### src/rtl/pwm_dual_phase.sv
module pwm_dual_phase (
  input  logic       clk,
  input  logic       rst_n,
  input  logic       tick_en,
  input  logic [1:0] res_sel,
  input  logic [9:0] cmp_a,
  input  logic [9:0] cmp_b,
  input  logic [1:0] mode_a,
  input  logic [1:0] mode_b,
  output logic       out_a,
  output logic       out_b,
  output logic [9:0] cnt,
  output logic       dir_down
);
  logic [9:0] top, nxt, act_a, act_b;
  logic       at_top, at_bot, nxt_down, oc_a, oc_b;

  assign top      = res_sel[1] ? 10'h3FF : (res_sel[0] ? 10'h1FF : 10'h0FF);
  assign at_top   = !dir_down && (cnt >= top);
  assign at_bot   = dir_down && (cnt == 10'd0);
  assign nxt_down = at_top ? 1'b1 : (at_bot ? 1'b0 : dir_down);

  always_comb begin
    if (at_top)        nxt = top - 10'd1;
    else if (at_bot)   nxt = 10'd1;
    else if (dir_down) nxt = cnt - 10'd1;
    else               nxt = cnt + 10'd1;
  end

  always_ff @(posedge clk) begin
    if (!rst_n) begin
      cnt      <= '0;
      dir_down <= 1'b1;
      act_a    <= '0;
      act_b    <= '0;
      oc_a     <= 1'b0;
      oc_b     <= 1'b0;
    end else if (tick_en) begin
      cnt      <= nxt;
      dir_down <= nxt_down;
      if (at_top) begin
        act_a <= cmp_a;
        act_b <= cmp_b;
      end
      if (mode_a[1] && nxt == act_a) oc_a <= nxt_down ? ~mode_a[0] : mode_a[0];
      if (mode_b[1] && nxt == act_b) oc_b <= nxt_down ? ~mode_b[0] : mode_b[0];
    end
  end

  assign out_a = mode_a[1] & oc_a;
  assign out_b = mode_b[1] & oc_b;
endmodule


### config.mk
export PLATFORM = sky130hd
export DESIGN_NAME = pwm_dual_phase
export DESIGN_NICKNAME = d
export VERILOG_FILES = /design/src/rtl/pwm_dual_phase.sv
export SDC_FILE = /design/constraint.sdc
export NUM_CORES = 1
export LEC_CHECK = 0
export ABC_AREA = 1
export BUFFER_PORTS_ARGS = -buffer_cell sky130_fd_sc_hd__buf_2
export CAP_MARGIN = 20
export CELL_PAD_IN_SITES_DETAIL_PLACEMENT = 1
export CELL_PAD_IN_SITES_GLOBAL_PLACEMENT = 1
export CORE_MARGIN = 4
export CORE_UTILIZATION = 27
export DETAILED_ROUTE_END_ITERATION = 7
export PLACE_DENSITY = 0.62
export SETUP_SLACK_MARGIN = 0.5
export SYNTH_ARGS = -nofsm -noshare
export SYNTH_HDL_FRONTEND = slang
export SYNTH_SLANG_ARGS = --single-unit
### constraint.sdc
create_clock -name clk -period 3.8 [get_ports clk]
set_clock_uncertainty 0.1 [all_clocks]
set_input_delay 1.14 -clock clk [delete_from_list [all_inputs] [get_ports clk]]
set_output_delay 1.14 -clock clk [all_outputs]
set_load 0.05 [all_outputs]
==> results of run 1 <==
## cell families after synthesis
logic type                 synth area share [%]
buffers and inverters                      11.9
and+or+nand+nor                            39.6
DFF                                        26.2
xor gates and xnor gates                   1.04
AOI/OAI and AO/OA                          15.6
adders and majority gates                  5.75
## critical path, delay by kind of cell
family                     cells  cell delay [ps]
adders and majority gates      1              300
and+or+nand+nor               10              950
buffers and inverters          5              450
AOI/OAI and AO/OA              1              230
## metal layers
| metal | track usage (%) | share of wire (%) | vias to the layer above |
|---|---|---|---|
| met5 | 0 | 0 | - |
| li1 | - | - | 1427 |
| met2 | 27.7 | 50 | 37 |
| met3 | 2.16 | 2.4 | 11 |
| met1 | 18.5 | 46 | 1240 |
| met4 | 4.50 | 1.6 | 0 |
## cell type report
| class | count | area [um2] |
|---|---|---|
| Clock buffer | 8 | 80.1 |
| Fill cell | 1233 | 6210 |
| Inverter | 69 | 259 |
| Multi-Input combinational cell | 309 | 1570 |
| Sequential cell | 33 | 661 |
| Tap cell | 111 | 139 |
| Timing Repair Buffer | 43 | 233 |
## Yosys cell counts
cell type,instances
nand3b_1,3
a21boi_2,1
or2_4,1
nand3_1,38
nand2_1,111
clkinv_1,2
nand4_1,6
o21ai_0,34
clkbuf_1,7
fa_1,1
nor3b_2,1
xnor2_1,1
nand2_4,4
inv_1,67
dfxtp_1,33
ha_1,10
and3_1,2
and2_1,1
buf_6,1
a21oi_2,1
nand2_2,6
nand3_2,6
nor2_1,40
a21oi_1,39
buf_2,1
xor2_1,2
o21a_1,1
## worst max-delay path by stage
stage                      end        from  cells after the start  slack (ps)
after global routing      oc_b  res_sel[1]                     16         610
final                     oc_a  res_sel[1]                     17         830
after floorplan           oc_a  res_sel[1]                     16        1030
after global placement    oc_a  res_sel[1]                     17         520
after detailed placement  oc_a  res_sel[1]                     17         400
after CTS                 oc_b  res_sel[1]                     16         700
## registers in the layout (all words and copies together), names as in the netlist
| signal | cells |
|---|---|
| oc_a | 1 |
| act_b | 10 |
| act_a | 10 |
| cnt | 10 |
| dir_down | 1 |
| oc_b | 1 |
## through the flow
step | total power, mW | util (%) | area, um2 | instances
2_1_floorplan | 0.923 | - | 2530 | 420
3_3_place_gp | 1.11 | 31.2 | 2860 | 565
3_5_place_dp | 1.13 | 31.2 | 2860 | 565
4_1_cts | 1.40 | 32.1 | 2940 | 573
5_1_grt | 1.52 | 32.2 | 2940 | 573
6_report | 1.38 | 32.2 | 2940 | 573
## power by group
| group | internal, mW | switching [mW] |
|---|---|---|
| registers | 0.367 | 0.0289 |
| logic | 0.225 | 0.499 |
| clock network | 0.130 | 0.133 |
| total | 0.722 | 0.660 |
## layout by cell type, fill, tap and decap left out
master,Yosys,layout
nand2_1,111,111
inv_1,67,67
buf_2,1,41
nor2_1,40,40
a21oi_1,39,39
nand3_1,38,38
o21ai_0,34,34
dfxtp_1,33,33
ha_1,10,10
nand3_2,6,6
nand2_2,6,6
nand4_1,6,6
clkbuf_8,0,5
nand2_4,4,3
nand3b_1,3,3
clkbuf_1,7,3
clkinv_1,2,2
and3_1,2,2
xor2_1,2,2
nand2_8,0,1
o21a_1,1,1
a21boi_2,1,1
or2_4,1,1
xnor2_1,1,1
and2_1,1,1
nor3b_2,1,1
a21oi_2,1,1
fa_1,1,1
buf_12,0,1
buf_4,0,1
==> flow_summary.rst, run 1 <==
.. list-table::
   :header-rows: 1

   * - Metric
     - Value
   * - Run status
     - finished clean
   * - Buffers inserted during post-CTS setup optimization
     - 0
   * - Setup TNS
     - 0 ps
   * - Setup repair after global routing missed its margin
     - no
   * - CTS tree
     - done
   * - Worst-path cell with the longest stage delay
     - ha_1
   * - Worst path max stage delay
     - 300 ps
   * - Vertical die dimension
     - 105 um
   * - Worst hold endpoint
     - act_a[8]
   * - Count of clock tree sinks
     - 33
   * - Buffer cell driving the clock tree root
     - clkbuf_8
   * - Highest clock frequency the design can meet
     - 337 MHz
   * - # hold bufs at CTS
     - 0
   * - Portion of synthesized cell area occupied by the leading cell type
     - 26.2%
   * - Worst flop-to-flop path startpoint
     - cnt[0]
   * - Number of warnings printed during yosys synthesis
     - 0
   * - Required arrival time at the worst endpoint
     - slightly below 4000 ps
   * - Critical setup path kind
     - in -> reg
   * - Avg Inst Size Synth
     - 6.01 um2
   * - Register bit count reported by yosys
     - 33
   * - Maximum vdd drop
     - 0.135 mV
   * - Crit share post-route
     - 78.2%
   * - Post-Synthesis Cells
     - 420
   * - Worst reg-to-reg setup slack
     - 1090 ps
   * - Half-perimeter wire length after detailed placement
     - roughly 6700 um
   * - Class of the tightest hold or removal check
     - reg -> reg
   * - Post-route DRC
     - 0
   * - Global Route Usage Sum
     - about 15%
   * - Capture point of the worst reg-to-reg path
     - oc_b
   * - Number of violations of the max-capacitance limit
     - 0
   * - Number of distinct library cells after synthesis
     - 27
   * - Cell taking the most area after synthesis
     - dfxtp_1
   * - 1st-pass router iterations
     - 4
   * - Worst-path maximum fanout
     - 22
   * - Number of buffers added by the clock tree synthesis step
     - 5
   * - Top-level port count
     - 42
   * - Vias in the first global route
     - 2802
   * - Drt via density
     - 4.74
   * - Number of violations reported at the end of detailed-routing iteration 0
     - between 100 and 150
   * - Number of antenna violations at the first check in global routing
     - 0
   * - Number of nets produced by synthesis
     - 460
   * - Total length of routed wires
     - 8130 um
   * - Diode count
     - 0
   * - Placeable core region
     - 0.00915 mm2
   * - Synth Cell Area
     - approximately 0.0025 mm2
   * - Number of cells traversed by the worst register-to-register path
     - 16
   * - Worst-margin pin slew
     - 580 ps
   * - Worst Hold Slack
     - between 300 and 400 ps
   * - Final worst path period need
     - 2970 ps
   * - First-pass GRT wire length
     - 13600 um
   * - Floorplan die area
     - 0.0110 mm2
   * - Remaining global-route overflow
     - 0
   * - Routed Antenna Nets
     - 0
   * - Critical path endpoint category
     - flop
   * - Final RePlAce weighted congestion
     - 0.899
   * - Post-layout nets
     - 501
   * - Worst slew margin relative to its limit
     - 60.9%
   * - Cell leakage power
     - around 1.5 nW
   * - Maximum number of pins on one net before global-route repair
     - 41
   * - Worst Path Arrival
     - 3060 ps
   * - Final Max Tran Viols
     - 0
   * - HP Start
     - act_a[8]
   * - Site Rows
     - 35
   * - Power density relative to cell area
     - approximately 470 mW/mm2
   * - Layout cell share with drive strength beyond 1
     - 14.7%
   * - Area added between synthesis and finish
     - 16.5%
   * - Cell breakdown of the critical path
     - buf_2, inv_1, ha_1, a21oi_1, nand2_4, nand2_8, inv_1, nor2_1, inv_1, nand2_1, nand2_1, inv_1, nand2_1, nor2_1, nand4_1, nand2_1, nor2_1
   * - Post-CTS resize count
     - 0
   * - Quantity of I/O buffers inserted on ports
     - 41
   * - Routed length per instance
     - 14.2 um
   * - Leading cell types by total area after synthesis
     - dfxtp_1 (26%), nand2_1 (16%), inv_1 (10%)
   * - Critical Path Start Type
     - input pin
   * - Worst-case setup slack after placement
     - 400 ps
   * - Smallest setup slack after layout
     - 830 ps
   * - H-Tree Level Count
     - 2
   * - Vias after detailed routing
     - 2715
   * - Clock-pin slew reported for the worst setup and hold paths after clock tree synthesis
     - about 70 ps
   * - Max Root-Sink Buffers
     - 2
   * - Final Hold Vio Count
     - 0
   * - Worst-Skew Late Latency
     - 290 ps
   * - Initial cell density of the core
     - 27.6%
   * - Sequential element share of the synthesized area
     - 26.2%
   * - Worst hold path depth
     - 2
   * - Final-report setup violation count
     - 0
   * - Horizontal die dimension
     - 105 um
Note: power is estimated with default switching activity, not from simulation.
==> run 2: changes to the inputs <==
--- a/config.mk
+++ b/config.mk
@@ -13,7 +13,7 @@
 export CORE_MARGIN = 4
 export CORE_UTILIZATION = 27
 export DETAILED_ROUTE_END_ITERATION = 7
-export PLACE_DENSITY = 0.62
+export PLACE_DENSITY = 0.64
 export SETUP_SLACK_MARGIN = 0.5
 export SYNTH_ARGS = -nofsm -noshare
 export SYNTH_HDL_FRONTEND = slang
==> constraint.sdc (replaced) <==
create_clock -name clk -period 2.6 [get_ports clk]
set_clock_uncertainty 0.1 [all_clocks]
set_input_delay 0.78 -clock clk [delete_from_list [all_inputs] [get_ports clk]]
set_output_delay 0.78 -clock clk [all_outputs]
set_load 0.05 [all_outputs]
==> flow_summary.rst, run 2 (synthesis results as in run 1) <==
.. list-table::
   :header-rows: 1

   * - Metric
     - Value
   * - Run status
     - finished clean
   * - Cell internal power dissipation
     - 1.23 mW (+70%)
   * - Worst Path Arrival
     - 2500 ps (-560 ps)
   * - Leading cell type in the layout, fill and taps excluded
     - nand2_1
   * - Maximum vdd drop
     - 0.226 mV (+67%)
   * - Count of clock tree sinks
     - 33 (unchanged)
   * - Fillers
     - 1204 (-2.4%)
   * - Largest registers
     - act_a x10, act_b x10, cnt x10
   * - Power density relative to cell area
     - 671 mW/mm2 (+43%)
   * - Area added between synthesis and finish
     - 35.7%
   * - Placed instance area
     - 0.00308 mm2 (+7.7%)
   * - Vertical die dimension
     - 105 um (unchanged)
   * - Setup repair after global routing missed its margin
     - yes
   * - Global Route Usage Sum
     - 16.1% (+0.82 points)
   * - Post-route DRC
     - 0 (unchanged)
   * - Top-level port count
     - 42 (unchanged)
   * - First-pass GRT wire length
     - 14300 um (+4.9%)
   * - Post-route cell area
     - 0.00343 mm2 (+16%)
   * - Routed length per instance
     - 14.3 um (+1.1%)
   * - Startpoint of the worst setup timing path
     - res_sel[1]
   * - Cell leakage power
     - 1.70 nW (+11%)
   * - Proportion of power drawn by combinational gates
     - 58.4% (+6.1 points)
   * - Worst-case setup slack after placement
     - -185 ps (-584 ps)
   * - Worst setup path end
     - oc_b
   * - Crit share post-route
     - 92.4%
   * - Routed Antenna Nets
     - 0 (unchanged)
   * - Worst-Skew Late Latency
     - 290 ps (about the same)
   * - Final worst path period need
     - about 2400 ps
   * - H-Tree Level Count
     - 2 (unchanged)
   * - Core occupancy in the finished layout
     - 37.4% (+5.3 points)
   * - Buffer cell driving the clock tree root
     - clkbuf_8
   * - Initial cell density of the core
     - 27.6% (unchanged)
   * - Floorplan die area
     - 0.0110 mm2 (unchanged)
   * - Number of violations reported at the end of detailed-routing iteration 0
     - 117 (-6.4%)
   * - Clock-pin slew reported for the worst setup and hold paths after clock tree synthesis
     - 70 ps (about the same)
   * - Critical path endpoint category
     - flop
   * - Maximum number of pins on one net before global-route repair
     - 41 (unchanged)
   * - Required arrival time at the worst endpoint
     - 2700 ps (-1190 ps)
   * - Number of cells traversed by the worst register-to-register path
     - 14 (-2)
   * - Smallest setup slack after layout
     - 197 ps (-633 ps)
   * - Number of violations of the max-capacitance limit
     - 0 (unchanged)
   * - Worst Hold Slack
     - 381 ps (+4.14 ps)
   * - Layout cell share with drive strength beyond 1
     - 29.0% (+14 points)
   * - Class of the tightest hold or removal check
     - reg -> reg
   * - Count of placed standard cells including taps
     - 588 (+4.1%)
   * - Diode count
     - 0 (unchanged)
   * - Remaining global-route overflow
     - 0 (unchanged)
   * - Number of buffers added by the clock tree synthesis step
     - 5 (unchanged)
   * - Critical Path Start Type
     - input pin
   * - Highest clock frequency the design can meet
     - 416 MHz
   * - Final Max Tran Viols
     - 0 (unchanged)
   * - Number of non-filler instances in the completed layout
     - 600 (+4.7%)
   * - Critical setup path kind
     - in -> reg
   * - # hold bufs at CTS
     - 0 (unchanged)
   * - Final-report setup violation count
     - 0 (unchanged)
   * - Power share of the sequential group
     - 25.1% (-3.5 points)
   * - Switching part of the total power
     - 46.7% (-1.1 points)
   * - Vias in the first global route
     - 2978 (+6.3%)
   * - Most frequent cells in the layout
     - nand2_1 (97), inv_1 (65), a21oi_1 (37), buf_2 (37), nand3_1 (32)
   * - Final Hold Vio Count
     - 0 (unchanged)
   * - Worst-margin pin slew
     - 475 ps (-105 ps)
   * - Worst reg-to-reg setup slack
     - 240 ps (-850 ps)
   * - Drt via density
     - 4.82 (+1.8%)
   * - Vias after detailed routing
     - 2894 (+6.6%)
   * - Worst slew margin relative to its limit
     - 68.1% (+7.2 points)
   * - Capture point of the worst reg-to-reg path
     - oc_b
   * - Number of antenna violations at the first check in global routing
     - 0 (unchanged)
   * - 1st-pass router iterations
     - 4 (unchanged)
   * - Total length of routed wires
     - 8610 um (+5.9%)
   * - Placeable core region
     - 0.00915 mm2 (unchanged)
   * - Final RePlAce weighted congestion
     - 0.872 (-3.1%)
   * - Half-perimeter wire length after detailed placement
     - 6920 um (+3.6%)
   * - Post-layout nets
     - 529 (+5.6%)
   * - Quantity of I/O buffers inserted on ports
     - 41 (unchanged)
   * - Horizontal die dimension
     - 105 um (unchanged)
   * - Worst flop-to-flop path startpoint
     - dir_down
   * - Switching power total
     - 1.07 mW (+62%)
   * - CTS tree
     - done
   * - Site Rows
     - 35 (unchanged)
   * - Worst-path maximum fanout
     - 5 (-77%)
   * - Fraction of power consumed by the clock network
     - 16.4% (-2.6 points)
   * - Max Root-Sink Buffers
     - 2 (unchanged)
run 2: cell types whose count changed in the layout (fill, tap and decap cells not counted), moves of 5 or more:
cell,previous run,this run
nand2_1,111,97
nand3_1,38,32
o21ai_0,34,28
buf_4,1,27
nand2_2,6,18
ha_1,10,5
nor2_1,40,30
o21ai_1,0,5
nor2_2,0,8
run 2: per-stage QoR:
step / total power [mW] / setup TNS [ps]
after detailed placement: 1.79 / -347
after global placement: 1.76 / -179
after global routing: 2.50 / 0
final: 2.30 / 0
after CTS: 2.23 / 0
after floorplan: 1.36 / 0
run 2: layout make-up:
class / count / area [um2] / share of cell area (%)
clock inverters: 1 / 5.00 / 0.146
inverters: 69 / 262 / 7.63
repair buffers: 71 / 517 / 15.1
clock buffers: 6 / 72.6 / 2.12
flip-flops and latches: 33 / 671 / 19.6
well taps: 111 / 139 / 4.05
multi-input cells: 309 / 1760 / 51.4
run 2: worst min path at each step:
stage | depth (start not counted) | slack, ps | startpoint | to
floorplan | 2 | 340 | act_b[4] | act_b[4]
global placement | 2 | 370 | act_a[3] | act_a[3]
detailed placement | 2 | 370 | act_a[3] | act_a[3]
CTS | 2 | 380 | act_a[7] | act_a[7]
global route | 2 | 400 | act_a[7] | act_a[7]
finish | 2 | 380 | act_a[7] | act_a[7]
run 2: timing repair:
item | CTS | global route
buffers inserted | 3 | 0
hold endpoints to repair | 0 | 0
gates resized for setup | 29 | 31
cloned | 2 | 0
pin swaps | 4 | 10
endpoints found under the setup margin | 29 | 31
run 2: power groups by stage:
| stage | Combinational, mW | Sequential [mW] | Clock, mW |
|---|---|---|---|
| global route | 1.50 | 0.584 | 0.416 |
| global placement | 1.17 | 0.588 | 0 |
| finish | 1.34 | 0.577 | 0.378 |
| CTS | 1.27 | 0.578 | 0.391 |
| detailed placement | 1.20 | 0.589 | 0 |
| floorplan | 0.695 | 0.663 | 0 |
run 2: routing by layer:
layer | global-route usage, % | wire, um | vias to the layer above
met5 | 0 | 0 | -
met4 | 4.22 | 136 | 0
met3 | 2.22 | 209 | 13
met2 | 28.9 | 4420 | 45
met1 | 20.0 | 3840 | 1353
li1 | - | - | 1483
run 2: worst max-delay path: stages:
cell	delay [ps]
buf_8	110
nor2_4	110
ha_4	200
nand2_2	50
nor2_2	40
nand3_2	90
nand2_4	70
nand2_8	120
buf_12	130
nand2_4	60
nand2_1	120
nand2_1	60
nor2_1	150
nand2_1	60
nor2_1	100
nand4_1	100
nand2_1	90
nor2_1	40
